==> src/rtl/regs_pkg.sv <==
package regs_pkg;
    localparam int DATA_W = 16;
    localparam int LA_W   = 8;
    localparam int CODE_W = 4;

    localparam logic [DATA_W-1:0] ID_WORD_A32 = 16'hDFF5;
    localparam logic [DATA_W-1:0] ID_WORD_A24 = 16'hCFF5;
    localparam logic [7:0]        DEV_FIXED   = 8'h21;
    localparam logic [DATA_W-1:0] UNMAPPED    = 16'hFFFF;
    localparam logic [LA_W-1:0]   LA_RESET    = 8'hFF;

    typedef enum logic [1:0] {
        SPACE_ID   = 2'd0,
        SPACE_DEV  = 2'd1,
        SPACE_NONE = 2'd2
    } space_e;

    typedef struct packed {
        logic [DATA_W-1:0] rdata;
        logic [LA_W-1:0]   la;
    } resp_state_t;
endpackage

==> src/rtl/cfg_addr_decode.sv <==
module cfg_addr_decode
    import regs_pkg::*;
#(
    parameter int ADDR_W = 6
) (
    input  logic [ADDR_W-1:0] addr,
    output space_e            space
);
    localparam logic [ADDR_W-1:0] OFF_ID  = ADDR_W'(0);
    localparam logic [ADDR_W-1:0] OFF_DEV = ADDR_W'(2);

    always_comb begin
        if (addr == OFF_ID)       space = SPACE_ID;
        else if (addr == OFF_DEV) space = SPACE_DEV;
        else                      space = SPACE_NONE;
    end
endmodule

==> src/rtl/mem_code_merge.sv <==
module mem_code_merge #(
    parameter int NUM_SITES = 2,
    parameter int CODE_W    = 4
) (
    input  logic [NUM_SITES*CODE_W-1:0] site_codes,
    output logic [CODE_W-1:0]           merged
);
    logic [CODE_W-1:0] cand;

    // Smallest non-zero request wins; all-zero gives zero.
    always_comb begin
        merged = '0;
        cand   = '0;
        for (int i = 0; i < NUM_SITES; i++) begin
            cand = site_codes[i*CODE_W +: CODE_W];
            if (cand != '0 && (merged == '0 || cand < merged))
                merged = cand;
        end
    end
endmodule

==> src/rtl/read_word_sel.sv <==
module read_word_sel
    import regs_pkg::*;
(
    input  space_e              space,
    input  logic                a32,
    input  logic [CODE_W-1:0]   mem_code,
    input  logic [CODE_W-1:0]   rev,
    output logic [DATA_W-1:0]   word
);
    always_comb begin
        unique case (space)
            SPACE_ID:  word = a32 ? ID_WORD_A32 : ID_WORD_A24;
            SPACE_DEV: word = {mem_code, DEV_FIXED, rev};
            default:   word = UNMAPPED;
        endcase
    end
endmodule

==> src/rtl/reg_responder.sv <==
module reg_responder
    import regs_pkg::*;
#(
    parameter int ADDR_W    = 6,
    parameter int NUM_SITES = 2
) (
    input  logic              clk,
    input  logic              rst_n,
    input  logic              bus_sel,
    input  logic              bus_wr,
    input  logic [ADDR_W-1:0] bus_addr,
    input  logic [15:0]       bus_wdata,
    input  logic              cfg_en,
    input  logic              strap_a32,
    input  logic [3:0]        mod_a_code,
    input  logic [3:0]        mod_b_code,
    input  logic [3:0]        rev_strap,
    output logic [15:0]       bus_rdata,
    output logic [7:0]        log_addr
);
    space_e            space;
    logic [CODE_W-1:0] mem_code;
    logic [DATA_W-1:0] rd_word;
    resp_state_t       st_d, st_q;

    cfg_addr_decode #(.ADDR_W(ADDR_W)) u_dec (
        .addr  (bus_addr),
        .space (space)
    );

    mem_code_merge #(.NUM_SITES(NUM_SITES), .CODE_W(CODE_W)) u_merge (
        .site_codes ({mod_b_code, mod_a_code}),
        .merged     (mem_code)
    );

    read_word_sel u_rsel (
        .space    (space),
        .a32      (strap_a32),
        .mem_code (mem_code),
        .rev      (rev_strap),
        .word     (rd_word)
    );

    always_comb begin
        st_d = st_q;
        if (bus_sel && !bus_wr)
            st_d.rdata = rd_word;
        if (bus_sel && bus_wr && cfg_en && space == SPACE_ID)
            st_d.la = bus_wdata[LA_W-1:0];
    end

    always_ff @(posedge clk) begin
        if (!rst_n) begin
            st_q.rdata <= '0;
            st_q.la    <= LA_RESET;
        end else begin
            st_q <= st_d;
        end
    end

    assign bus_rdata = st_q.rdata;
    assign log_addr  = st_q.la;
endmodule

==> config.mk <==
export PLATFORM = sky130hd
export DESIGN_NAME = reg_responder
export DESIGN_NICKNAME = d
export VERILOG_FILES = /design/src/rtl/regs_pkg.sv /design/src/rtl/cfg_addr_decode.sv /design/src/rtl/mem_code_merge.sv /design/src/rtl/read_word_sel.sv /design/src/rtl/reg_responder.sv
export SDC_FILE = /design/constraint.sdc
export NUM_CORES = 1
export LEC_CHECK = 0
export ABC_AREA = 1
export BUFFER_PORTS_ARGS = -buffer_cell sky130_fd_sc_hd__buf_2
export CAP_MARGIN = 20
export CORE_AREA = 2 2 72 61
export CTS_CLUSTER_SIZE = 30
export DETAILED_ROUTE_END_ITERATION = 10
export DIE_AREA = 0 0 74 63
export PLACE_DENSITY = 0.49
export SLEW_MARGIN = 25
export SYNTH_ARGS = -nofsm -noshare
export SYNTH_HDL_FRONTEND = slang
export SYNTH_SLANG_ARGS = --single-unit
==> constraint.sdc <==
create_clock -name clk -period 3.6 [get_ports clk]
set_input_delay 0.9 -clock clk [delete_from_list [all_inputs] [get_ports clk]]
set_output_delay 0.9 -clock clk [all_outputs]
set_load 0.02 [all_outputs]
==> metrics.csv <==
stage,metric,value,unit
power,pwr-share-comb,18.6,%
cells_and_area,syn_to_final_growth,35.74,%
clocking,clock_path_buffers,2,
place,place.gp.congestion,0.7754,
sta,min_period_over_period,50.67,%
synth,synth_area_leaders,"dfxtp_1, nand2_1, inv_1, nand3_1, buf_4",
flow_run,maxCapViolCount,0,
detailed_routing,viasPerCell,4.051,
detailed_routing,wire_per_inst,10.06,µm
critical_path,path_class,input pin to register,
power,power_frac_clock,35.7,%
cells_and_area,final_util,32.58,%
detailed_routing,firstDrtPassIters,4,
sta,setup_viol,0,
clocking,cts.sinks,18,
cells_and_area,multi_input_area,454.2,µm²
clocking,clock_latency,0.25,ns
critical_path,crit_arrival,1.96,ns
grt,grt_pass1_wl,3843,µm
critical_path,critical_path_buf_inv_count,2,
synth,synth.yosys.warnings,0,
critical_path,crit_family,simple AND/OR/NAND/NOR gates,
clocking,ctsHoldBuffers,0,
floorplanning,die_y,63,µm
status,status,"finished, final reports clean",
sta,fmax,548.2,MHz
place,place_ws,1.487,ns
clocking,cts.repair.resized,0,
clocking,path_clk_slew,0.06,ns
critical_path,critPathCaptureType,register,
synth,synth_top_area_share,37.84,%
critical_path,r2r-end,bus_rdata[11],
critical_path,crit_chain,"buf_2, inv_1, nor2_2, nand2_1, a21oi_1, a21oi_1",
clocking,cts_tree,yes,
cells_and_area,register_area,360.3,µm²
power,power_switching,125.3,µW
synth,ys_seq_elements,18,
sta,clock_skew,0,ns
critical_path,worst_path_most_repeated_cell,a21oi_1,
detailed_routing,routed_wl,2353,µm
detailed_routing,detail-route-antenna-nets,0,
synth,ys_seq_area_share,37.84,%
cells_and_area,stdcell_area,1292,µm²
power,p_per_area,357.6,nW/µm²
sta,slew_headroom,63.16,%
power,swShare,27.11,%
place,dpl-instance-area,1237,µm²
synth,syn_area_per_cell,7.497,µm²
power,internal-power,336.9,µW
cells_and_area,nNetsFinal,221,
grt,grt_overflow,0,
power,leakagePower,0.6962,nW
critical_path,crit_start,bus_sel,
detailed_routing,drtIter0Drc,46,
critical_path,crit_slowest_cell,nor2_2,
floorplanning,coreArea,3968,µm²
synth,synth_edf_count,0,
critical_path,reg2reg_depth,2,
place,port_buffers,55,
place,dp_hpwl,1865,µm
critical_path,r2r_start,bus_rdata[11],
floorplanning,fp-row-count,21,
grt,grt_usage,10.56,%
min_path,min-delay-start,log_addr[7],
synth,synth_nets,170,
grt,grt_pass1_vias,855,
critical_path,path_max_fanout,15,
floorplanning,die-area,4662,µm²
sta,finalMaxSlewViolations,0,
sta,hold_violations,0,
synth,ys.flop_type,dfxtp_1,
critical_path,cp-start-kind,input pin,
synth,synthCells,127,
sta,worst_slew_pin_slew,0.5520,ns
floorplanning,initial_utilization,24.00,%
power,peakVddDrop,0.0001359,V
critical_path,required,3.74,ns
grt,grt_max_degree,18,
synth,synth.largest_area_cell,dfxtp_1,
cells_and_area,diodes,0,
cells_and_area,fill_cells,438,
critical_path,ff2ff_setup_slack,2.91,ns
power,seqPwrFrac,45.7,%
min_path,min_to,log_addr[7],
critical_path,worst_path_largest_cell_delay,0.42,ns
sta,setup_ws,1.776,ns
grt,antenna_found_initial,0,
sta,fin_crit,1.824,ns
sta,grt_setup_unrepaired,no,
floorplanning,ios,64,
min_path,hold_class,register to register,
synth,netlist_area,952.2,µm²
floorplanning,die_w,74,µm
clocking,cts_made_buffers,3,
detailed_routing,drc_errors,0,
sta,tns,0,ns
cells_and_area,drive_above_1_share,39.55,%
clocking,cts_root_buffer,clkbuf_8,
detailed_routing,vias,948,
min_path,holdPathStages,2,
clocking,post_cts_buffers,0,
clocking,htreeDepth,1,
synth,async_flop_share,0,%
synth,ys_types,23,
==> logic make-up (layout without fill, tap and decap cells) <==
logic type | count (synthesis) | after routing | share of synthesized area, %
compound gates | 19 | 19 | 11.96
fa+ha+maj | 3 | 3 | 3.943
buf+inv | 28 | 78 | 14.45
flops | 18 | 18 | 37.85
simple gates | 59 | 59 | 31.80
==> worst reg2reg max path: stages (launching register included) <==
cell,delay [ns]
dfxtp_1,0.35
o21ai_0,0.17
a21oi_1,0.05
==> area by class of cell <==
class / count / area share [%]
clock buffer: 4 / 4.259
inverter: 19 / 5.905
multi-input combinational: 81 / 35.14
sequential: 18 / 27.88
tap: 57 / 5.518
timing repair buffer: 55 / 21.30
==> Yosys cell counts, drive strengths merged, types with 2 or more instances <==
cell type / number
nand2: 35
dfxtp: 18
inv: 18
nand3: 13
a21oi: 9
nor2: 9
buf: 8
o21ai: 5
ha: 3
nand4: 2
o211ai: 2
o221ai: 2
==> power groups by stage <==
stage | registers [mW] | logic (mW) | clock network, mW
2_1_floorplan | 0.226 | 0.0455 | 0
3_5_place_dp | 0.216 | 0.0864 | 0
6_report | 0.211 | 0.0859 | 0.165
4_1_cts | 0.211 | 0.0866 | 0.173
5_1_grt | 0.212 | 0.0958 | 0.182
3_3_place_gp | 0.216 | 0.0862 | 0
==> registers in the layout (all words and copies together), names as in the netlist <==
name       flops
bus_rdata     10
log_addr       8
==> cells in the final DEF (no fill, tap or decap), drive strengths merged <==
| cell type | instances |
|---|---|
| a211oi | 1 |
| a21oi | 9 |
| buf | 55 |
| clkbuf | 4 |
| clkinv | 1 |
| dfxtp | 18 |
| ha | 3 |
| inv | 18 |
| nand2 | 35 |
| nand3 | 13 |
| nand4 | 2 |
| nor2 | 9 |
| o211ai | 2 |
| o21ai | 5 |
| o221ai | 2 |
==> worst max path at each step <==
stage / endpoint / slack [ns] / depth (start not counted)
floorplan: bus_rdata[13] / 1.72 / 10
global placement: bus_rdata[15] / 1.47 / 6
detailed placement: bus_rdata[15] / 1.49 / 6
CTS: bus_rdata[15] / 1.76 / 6
global route: bus_rdata[12] / 1.60 / 6
finish: bus_rdata[15] / 1.78 / 6
==> routing by layer <==
| layer | global-route usage [%] | wire (µm) |
|---|---|---|
| met1 | 14.48 | 1180 |
| met5 | 0 | 0 |
| met2 | 15.85 | 992 |
| met4 | 3.409 | 29 |
| met3 | 2.903 | 150 |
==> stage by stage <==
step,std cells,power [mW],hold WS (ns)
floorplan,127,0.2710,0.5527
global placement,230,0.3024,0.4519
detailed placement,230,0.3023,0.4567
CTS,234,0.4710,0.4771
global route,234,0.4903,0.5059
finish,234,0.4622,0.4718
No activity file was read; power rests on OpenSTA's default activity.
